## src/rtl/cof_trace_pkg.sv

```systemverilog
package cof_trace_pkg;
    localparam int ADDR_W = 18;
    localparam int CLS_W  = 4;

    // Instruction class codes
    localparam logic [CLS_W-1:0] CLS_BR_SHORT = 4'd1;
    localparam logic [CLS_W-1:0] CLS_BR_LONG  = 4'd2;
    localparam logic [CLS_W-1:0] CLS_BR_BIT   = 4'd3;
    localparam logic [CLS_W-1:0] CLS_LOOP     = 4'd4;
    localparam logic [CLS_W-1:0] CLS_JMP      = 4'd5;
    localparam logic [CLS_W-1:0] CLS_JSR      = 4'd6;
    localparam logic [CLS_W-1:0] CLS_CALL     = 4'd7;
    localparam logic [CLS_W-1:0] CLS_RTI      = 4'd8;
    localparam logic [CLS_W-1:0] CLS_RTS      = 4'd9;
    localparam logic [CLS_W-1:0] CLS_RTC      = 4'd10;

    typedef enum logic {
        ST_IDLE = 1'b0,
        ST_HOLD = 1'b1
    } arb_state_e;

    typedef struct packed {
        logic              vld;
        logic              is_dst;
        logic [ADDR_W-1:0] addr;
    } trace_rec_t;
endpackage

```

## src/rtl/cof_classify.sv

```systemverilog
module cof_classify
    import cof_trace_pkg::*;
(
    input  logic              ret_valid,
    input  logic [CLS_W-1:0]  ret_class,
    input  logic              ret_taken,
    input  logic              ret_indexed,
    input  logic [ADDR_W-1:0] ret_src,
    input  logic [ADDR_W-1:0] ret_dst,
    output trace_rec_t        cof_rec
);
    always_comb begin
        cof_rec = '0;
        if (ret_valid) begin
            unique case (ret_class)
                CLS_BR_SHORT, CLS_BR_LONG, CLS_BR_BIT, CLS_LOOP: begin
                    cof_rec.vld    = ret_taken;
                    cof_rec.is_dst = 1'b0;
                    cof_rec.addr   = ret_src;
                end
                CLS_JMP, CLS_JSR, CLS_CALL: begin
                    cof_rec.vld    = ret_indexed;
                    cof_rec.is_dst = 1'b1;
                    cof_rec.addr   = ret_dst;
                end
                CLS_RTI, CLS_RTS, CLS_RTC: begin
                    cof_rec.vld    = 1'b1;
                    cof_rec.is_dst = 1'b1;
                    cof_rec.addr   = ret_dst;
                end
                default: cof_rec = '0;
            endcase
        end
    end
endmodule

```

## src/rtl/cof_vector_gate.sv

```systemverilog
module cof_vector_gate
    import cof_trace_pkg::*;
(
    input  logic              vec_valid,
    input  logic              vec_bdm,
    input  logic [ADDR_W-1:0] vec_addr,
    output trace_rec_t        vec_rec
);
    always_comb begin
        vec_rec.vld    = vec_valid && !vec_bdm;
        vec_rec.is_dst = 1'b1;
        vec_rec.addr   = vec_addr;
    end
endmodule

```

## src/rtl/cof_trace_filter.sv

```systemverilog
module cof_trace_filter
    import cof_trace_pkg::*;
(
    input  logic              clk,
    input  logic              rst_n,
    input  logic              trace_en,
    input  logic              ret_valid,
    input  logic [3:0]        ret_class,
    input  logic              ret_taken,
    input  logic              ret_indexed,
    input  logic [17:0]       ret_src,
    input  logic [17:0]       ret_dst,
    input  logic              vec_valid,
    input  logic              vec_bdm,
    input  logic [17:0]       vec_addr,
    output logic              rec_valid,
    output logic [17:0]       rec_addr,
    output logic              rec_is_dst
);
    trace_rec_t cof_rec, vec_rec;
    trace_rec_t hold_q, hold_d;
    trace_rec_t out_q, out_d;
    arb_state_e state_q, state_d;

    cof_classify u_classify (
        .ret_valid   (ret_valid),
        .ret_class   (ret_class),
        .ret_taken   (ret_taken),
        .ret_indexed (ret_indexed),
        .ret_src     (ret_src),
        .ret_dst     (ret_dst),
        .cof_rec     (cof_rec)
    );

    cof_vector_gate u_vgate (
        .vec_valid (vec_valid),
        .vec_bdm   (vec_bdm),
        .vec_addr  (vec_addr),
        .vec_rec   (vec_rec)
    );

    // State register
    always_ff @(posedge clk) begin
        if (!rst_n) begin
            state_q <= ST_IDLE;
            hold_q  <= '0;
            out_q   <= '0;
        end else begin
            state_q <= state_d;
            hold_q  <= hold_d;
            out_q   <= out_d;
        end
    end

    // Next state and output selection
    always_comb begin
        state_d = state_q;
        hold_d  = hold_q;
        out_d   = '0;
        if (!trace_en) begin
            state_d = ST_IDLE;           // t_flush
            hold_d  = '0;
        end else begin
            unique case (state_q)
                ST_IDLE: begin
                    if (cof_rec.vld && vec_rec.vld) begin
                        out_d   = cof_rec;
                        hold_d  = vec_rec;
                        state_d = ST_HOLD; // t_defer
                    end else if (cof_rec.vld) begin
                        out_d = cof_rec;
                    end else if (vec_rec.vld) begin
                        out_d = vec_rec;
                    end
                end
                ST_HOLD: begin
                    out_d = hold_q;
                    if (cof_rec.vld) begin
                        hold_d  = cof_rec; // t_refill, vector dropped if both
                        state_d = ST_HOLD;
                    end else if (vec_rec.vld) begin
                        hold_d  = vec_rec; // t_refill
                        state_d = ST_HOLD;
                    end else begin
                        hold_d  = '0;
                        state_d = ST_IDLE; // t_drain
                    end
                end
                default: state_d = ST_IDLE;
            endcase
        end
    end

    assign rec_valid  = out_q.vld;
    assign rec_addr   = out_q.addr;
    assign rec_is_dst = out_q.is_dst;


    en_gate_chk: assert property (@(posedge clk) disable iff (!rst_n)
        rec_valid |-> $past(trace_en));


    hold_release_chk: assert property (@(posedge clk) disable iff (!rst_n)
        (state_q == ST_HOLD && trace_en) |=> rec_valid);


    src_origin_chk: assert property (@(posedge clk) disable iff (!rst_n)
        (rec_valid && !rec_is_dst) |-> ($past(ret_valid && ret_taken) || $past(state_q == ST_HOLD)));


    bdm_quiet_chk: assert property (@(posedge clk) disable iff (!rst_n)
        (state_q == ST_IDLE && !ret_valid && vec_valid && vec_bdm) |=> !rec_valid);


    defer_chk: assert property (@(posedge clk) disable iff (!rst_n)
        (state_q == ST_IDLE && trace_en && cof_rec.vld && vec_rec.vld) |=> (state_q == ST_HOLD));


    reset_chk: assert property (@(posedge clk)
        $past(!rst_n) |-> (!rec_valid && state_q == ST_IDLE));
endmodule

```

## config.mk

```make
export PLATFORM = sky130hd
export DESIGN_NAME = cof_trace_filter
export DESIGN_NICKNAME = d
export VERILOG_FILES = /design/src/rtl/cof_trace_pkg.sv /design/src/rtl/cof_classify.sv /design/src/rtl/cof_vector_gate.sv /design/src/rtl/cof_trace_filter.sv
export SDC_FILE = /design/constraint.sdc
export NUM_CORES = 1
export LEC_CHECK = 0
export ABC_CLOCK_PERIOD_IN_PS = 1900
export CORE_MARGIN = 3
export CORE_UTILIZATION = 47
export CTS_CLUSTER_SIZE = 14
export DETAILED_ROUTE_END_ITERATION = 16
export PLACE_DENSITY = 0.9
export SLEW_MARGIN = 20
export SYNTH_ARGS = -nofsm -noshare
export SYNTH_HDL_FRONTEND = slang
export SYNTH_SLANG_ARGS = --single-unit
```

## constraint.sdc

```tcl
create_clock -name clk -period 1.9 [get_ports clk]
set_clock_uncertainty 0.1 [all_clocks]
set_input_delay 0.285 -clock clk [delete_from_list [all_inputs] [get_ports clk]]
set_output_delay 0.285 -clock clk [all_outputs]
set_load 0.03 [all_outputs]
```

Yosys cells after proc, flatten, opt, wreduce, memory -nomap -nowiden

Index checks and enable logic that the tools add are counted.

Bits in registers: 41
Latch bits: 0
Bits in writable memories: 0
ROM bits: 0
Input port bits: 66
Output and inout port bits: 20
Memories kept: 0

$add $sub $neg: 0
Multiply operators: 0
Div/mod/pow operators: 0
Magnitude comparators: 0
Equal/unequal tests: 11
Shifts and indexed selects: 0
Muxes and demuxes: 12
Bitwise logic cells: 1
Reduce and logical (&&, ||, !) cells: 7

Operators with widths:

| cell                                          | count |
|---|---|
| two-way mux 20 bit                            | 5 |
| one-hot mux 20 bit (2 select lines)           | 2 |
| one-hot mux 20 bit (3 select lines)           | 1 |
| == test 4 x 3 -> 1 bit, second input constant | 4 |
| == test 4 bit, second input constant          | 3 |
| == test 4 x 2 -> 1 bit, second input constant | 2 |
| OR reduction 3 bit                            | 2 |
| == test 4 x 1 -> 1 bit, second input constant | 1 |
| OR reduction 4 bit                            | 1 |
| two-way mux 1 bit                             | 3 |
| logical AND 1 bit                             | 2 |
| != test 2 bit, second input constant          | 1 |
| one-hot mux 1 bit (2 select lines)            | 1 |
| AND reduction 2 bit                           | 1 |
| logical NOT 1 bit                             | 1 |
| inverter 1 bit                                | 1 |

Logic depth before layout (Yosys ltp)

Depth after elaboration: 7
Depth in mapped cells: 8
Mapped depth without buffers: 5

Cells and area by module

A second synthesis with hierarchy kept.

Cells, all modules: 225
Area, all modules: 2319.7 sq um

By module, submodules not included:

| module           | times used | cells an instance | area an instance (sq um) | sequential area each (sq um) |
|---|---|---|---|---|
| cof_trace_filter | 1          | 165               | 1833.0                   | 820.8 |
| cof_classify     | 1          | 39                | 326.6                    | 0.0 |
| cof_vector_gate  | 1          | 21                | 160.2                    | 0.0 |

Worst setup path after synthesis

Ideal clock, no wire load.

Kind: input to register
From: input ret_class[2]
To: register hold_q[0] (netlist bit)
Arrival: 1.294 ns
Path slack: 0.377 ns
Stages on the path: 7
Path buffers: 2
Path through: buf_6 nor2b_1 o21ai_2 nand4_4 buf_8 mux2i_1 o22ai_1

Longest elaborated chain between the ends: 6

Ends and longest elaborated chain:

| item                                                                 | RTL line                                       | RTL |
|---|---|---|
| from (decl)                                                          | cof_trace_filter.sv:8                          | `input logic [3:0] ret_class,` |
| == test 4 x 1 -> 1 bit, or another cell as far along                 | cof_classify.sv:15                             | `unique case (ret_class)` |
| OR reduction 4 bit or OR reduction 3 bit (tied branches)             | cof_classify.sv:15                             |  |
| one-hot mux 20 bit (3 select lines) *                                | cof_classify.sv:15                             |  |
| two-way mux 20 bit *                                                 | cof_classify.sv:14                             | `if (ret_valid) begin` |
| two-way mux 20 bit or logical AND 1 bit (tied branches)              | cof_trace_filter.sv:78, cof_trace_filter.sv:66 |  |
| one-hot mux 20 bit (2 select lines) or != test 2 bit (tied branches) | --                                             |  |
| to (signal assigned)                                                 | cof_trace_filter.sv:50                         | `hold_q <= hold_d;` |
| to (decl)                                                            | cof_trace_filter.sv:21                         | `trace_rec_t hold_q, hold_d;` |

Mark *: on every way between the ends. The rest lies on a longest branch, timed or not.
A chain may end at the register's enable or synchronous reset.

Final worst setup path

From: input vec_valid
To: register hold_q[0] (netlist bit)

Longest elaborated chain between the ends: 4

Ends and longest elaborated chain:

| item                                | RTL line               | RTL |
|---|---|---|
| from (decl)                         | cof_trace_filter.sv:13 | `input logic vec_valid,` |
| logical AND 1 bit *                 | cof_vector_gate.sv:10  | `vec_rec.vld = vec_valid && !vec_bdm;` |
| two-way mux 20 bit                  | cof_trace_filter.sv:81 | `end else if (vec_rec.vld) begin` |
| two-way mux 20 bit                  | cof_trace_filter.sv:78 | `if (cof_rec.vld) begin` |
| one-hot mux 20 bit (2 select lines) | cof_trace_filter.sv:64 | `unique case (state_q)` |

Marks and branches as above.

==> results.sh <==
export IMPL_wire_length_of_the_first_global_routing_pass_mm=11.4
export IMPL_timing_max_cap_violations=0
export IMPL_ir_drop_uv=277
export IMPL_dpl_instance_area_um2=3710
export IMPL_gp_congestion=0.892
export IMPL_regToRegSetupSlack_ps=340
export IMPL_ant_nets=0
export IMPL_route_final_wire_length_mm=7.48
export IMPL_outcome="completed"
export IMPL_holdCritPathClass="flop to flop"
export IMPL_critPathMaxStageDelay_ps=480
export IMPL_cts_root_to_sink_buffers=2
export IMPL_grt_usage_pct=21.6
export IMPL_max_freq_ghz=0.547
export IMPL_clock_buffer_count_from_cts=5
export IMPL_design_die_area_um2=6790
export IMPL_sequential_to_total_area_share_from_yosys_stat_pct=29.9
export IMPL_remaining_drc_errors=0
export IMPL_post_cts_repair_setup_buffers=0
export IMPL_core_region_area_um2=5570
export IMPL_start_util_pct=49.2
export IMPL_postSynthAreaPerCell_um2=9.15
export IMPL_chipWidth_um=82.4
export IMPL_total_negative_setup_slack_ps=0
export IMPL_antenna_diode_count=0
export IMPL_rows=27
export IMPL_via_per_inst=5.75
export IMPL_fraction_of_registers_with_async_set_reset_pct=0
export IMPL_tritoncts_clock_tree="yes"
export IMPL_synthCells=300
export IMPL_clock_latency_ps=300
export IMPL_critPathRequiredTime_ps=1980
export IMPL_worst_setup_path_type="primary input to flop"
export IMPL_critical_path_max_fanout=20
export IMPL_startpoint_type="primary input"
export IMPL_number_of_enable_flip_flop_cells_after_synthesis=0
export IMPL_setup_ws_post_layout_ps=73.2
export IMPL_drive_gt1_share_pct=18.0
export IMPL_postSynthNetCount=366
export IMPL_timing_max_transition_violations_final=0
export IMPL_layout_area_overhead_vs_synth_pct=39.4
export IMPL_power_density_nw_per_um2=539
export IMPL_clkSinkCount=41
export IMPL_first_global_vias=2439
export IMPL_portBuffers=85
export IMPL_timing_final_crit_share_pct=96.1
export IMPL_antenna_violations_before_repair=0
export IMPL_detailedPlace_worstSlack_ps=-328
export IMPL_fin_crit_ps=1830
export IMPL_clock_tree_root_cell="sky130_fd_sc_hd__clkbuf_8"
export IMPL_post_detail_place_hpwl_mm=5.51
export IMPL_synthDistinctLibCells=35
export IMPL_netlist_area_um2=2750
export IMPL_path_clk_slew_ps=80
export IMPL_cp_slowest_cell="sky130_fd_sc_hd__clkdlybuf4s50_1"
export IMPL_rsz_0062_raised_after_global_routing="false"
export IMPL_io_pins=86
export IMPL_p_leak_uw=0.00162
export IMPL_max_slew_margin_rel_pct=63.7
export IMPL_leading_cell_types_in_the_layout_fill_and_taps_excluded="sky130_fd_sc_hd__clkdlybuf4s50_1 (81), sky130_fd_sc_hd__mux2i_1 (50), sky130_fd_sc_hd__dfxtp_1 (41), sky130_fd_sc_hd__nand2_1 (40), sky130_fd_sc_hd__o22ai_1 (26)"
export IMPL_drt_pass1_iterations=5
export IMPL_endpoint_kind="flop"
export IMPL_tightestPinTransition_ps=543
export IMPL_critical_path_cell_by_cell="clkdlybuf4s50_1, nor2b_1, nand2_1, nand4b_1, buf_12, mux2i_1, o22ai_1"
export IMPL_clock_tree_htree_level_count=2
export IMPL_setup_viol_count_final=0
export IMPL_routedWlPerCell_um=16.3
export IMPL_fin_nets=453
export IMPL_layout_commonest_cell="sky130_fd_sc_hd__clkdlybuf4s50_1"
export IMPL_synth_flop_cell="sky130_fd_sc_hd__dfxtp_1"
export IMPL_grt_start_max_net_pins=21
export IMPL_fin_area_um2=3830
export IMPL_timing_hold_violations_final=0
export IMPL_die_h_um=82.4
export IMPL_ys_warnings_count=0
export IMPL_timing_critical_path_arrival_ps=1900
export IMPL_routed_via_count=2646
export IMPL_gr_total_overflow=0
export IMPL_ys_ff_latch=41
export IMPL_drt_first_iter_violations=250
## Yosys cell counts, types with 2 or more instances
cell type / n / area (um^2)
sky130_fd_sc_hd__a21oi_1: 18 / 90.1
sky130_fd_sc_hd__and2_1: 20 / 125
sky130_fd_sc_hd__buf_2: 4 / 20.0
sky130_fd_sc_hd__buf_4: 4 / 30.0
sky130_fd_sc_hd__buf_6: 5 / 56.3
sky130_fd_sc_hd__clkbuf_1: 11 / 41.3
sky130_fd_sc_hd__dfxtp_1: 41 / 821
sky130_fd_sc_hd__mux2_2: 8 / 90.1
sky130_fd_sc_hd__mux2_4: 10 / 150
sky130_fd_sc_hd__mux2i_1: 56 / 561
sky130_fd_sc_hd__nand2_1: 40 / 150
sky130_fd_sc_hd__nor2_1: 5 / 18.8
sky130_fd_sc_hd__nor2b_1: 3 / 18.8
sky130_fd_sc_hd__o21ai_0: 19 / 95.1
sky130_fd_sc_hd__o21ai_1: 2 / 10.0
sky130_fd_sc_hd__o22ai_1: 26 / 163
sky130_fd_sc_hd__o22ai_2: 10 / 125
## worst max-delay path: cells and delay by family
family | cells | cell delay, ps
AOI/OAI and AO/OA | 1 | 110
buffers and inverters | 2 | 690
muxes | 1 | 200
and+or+nand+nor | 3 | 600
## cells by family after synthesis
logic type / synth area share, %
AO/OA/AOI/OAI: 20.3
buffers and inverters: 6.93
flip-flops: 29.9
multiplexers: 29.2
AND/OR/NAND/NOR: 13.3
adder cells (fa/ha/maj): 0.365
## state kept, by name, summed over array words and instances, names as in the netlist
name        cells
hold_q         20
rec_addr       18
rec_is_dst      1
rec_valid       1
state_q         1
## cell type report
cell class	count	area (um^2)
Clock buffer	8	80.1
Inverter	1	3.75
Tap cell	72	90.1
Multi-Input combinational cell	231	1760
Sequential cell	41	821
Timing Repair Buffer	107	1070
Fill cell	428	1750
## layer usage
| layer | global-route usage [%] | up-vias | share of wire, % |
|---|---|---|---|
| met4 | 7.81 | 0 | 2.4 |
| met2 | 35.7 | 121 | 49 |
| met5 | 0 | - | 0 |
| met1 | 29.1 | 1248 | 43 |
| met3 | 2.17 | 18 | 6.3 |
| li1 | - | 1259 | - |
## worst paths after layout
check | start | to | cells after the start
max | vec_valid | hold_q[0]$_SDFFE_PN0P_ | 7
min reg2reg | hold_q[18]$_SDFFE_PN0P_ | rec_is_dst$_SDFF_PN0_ | 2
max reg2reg | state_q$_SDFF_PN0_ | rec_addr[15]$_SDFF_PN0_ | 4
min | hold_q[18]$_SDFFE_PN0P_ | rec_is_dst$_SDFF_PN0_ | 2
## per-stage QoR
step | instances | hold slack (ps) | util (%) | total power [uW]
2_1_floorplan | 300 | 341 | - | 1260
3_3_place_gp | 452 | 352 | 66.6 | 1500
3_5_place_dp | 452 | 364 | 66.6 | 1510
4_1_cts | 460 | 371 | 68.0 | 2050
5_1_grt | 460 | 394 | 68.6 | 2140
6_report | 460 | 359 | 68.6 | 2060
## where the power goes
part / total [uW] / switching (uW) / internal, uW
Clock: 549 / 288 / 261
Sequential: 884 / 6.73 / 877
Combinational: 629 / 284 / 345
## repair_timing
item | 4_1_cts | 5_1_grt
hold buffers | 0 | 0
setup endpoints to repair | 12 | 33
pin swaps | 0 | 2
resized for setup | 2 | 10
(Power assumes the default switching activity.)
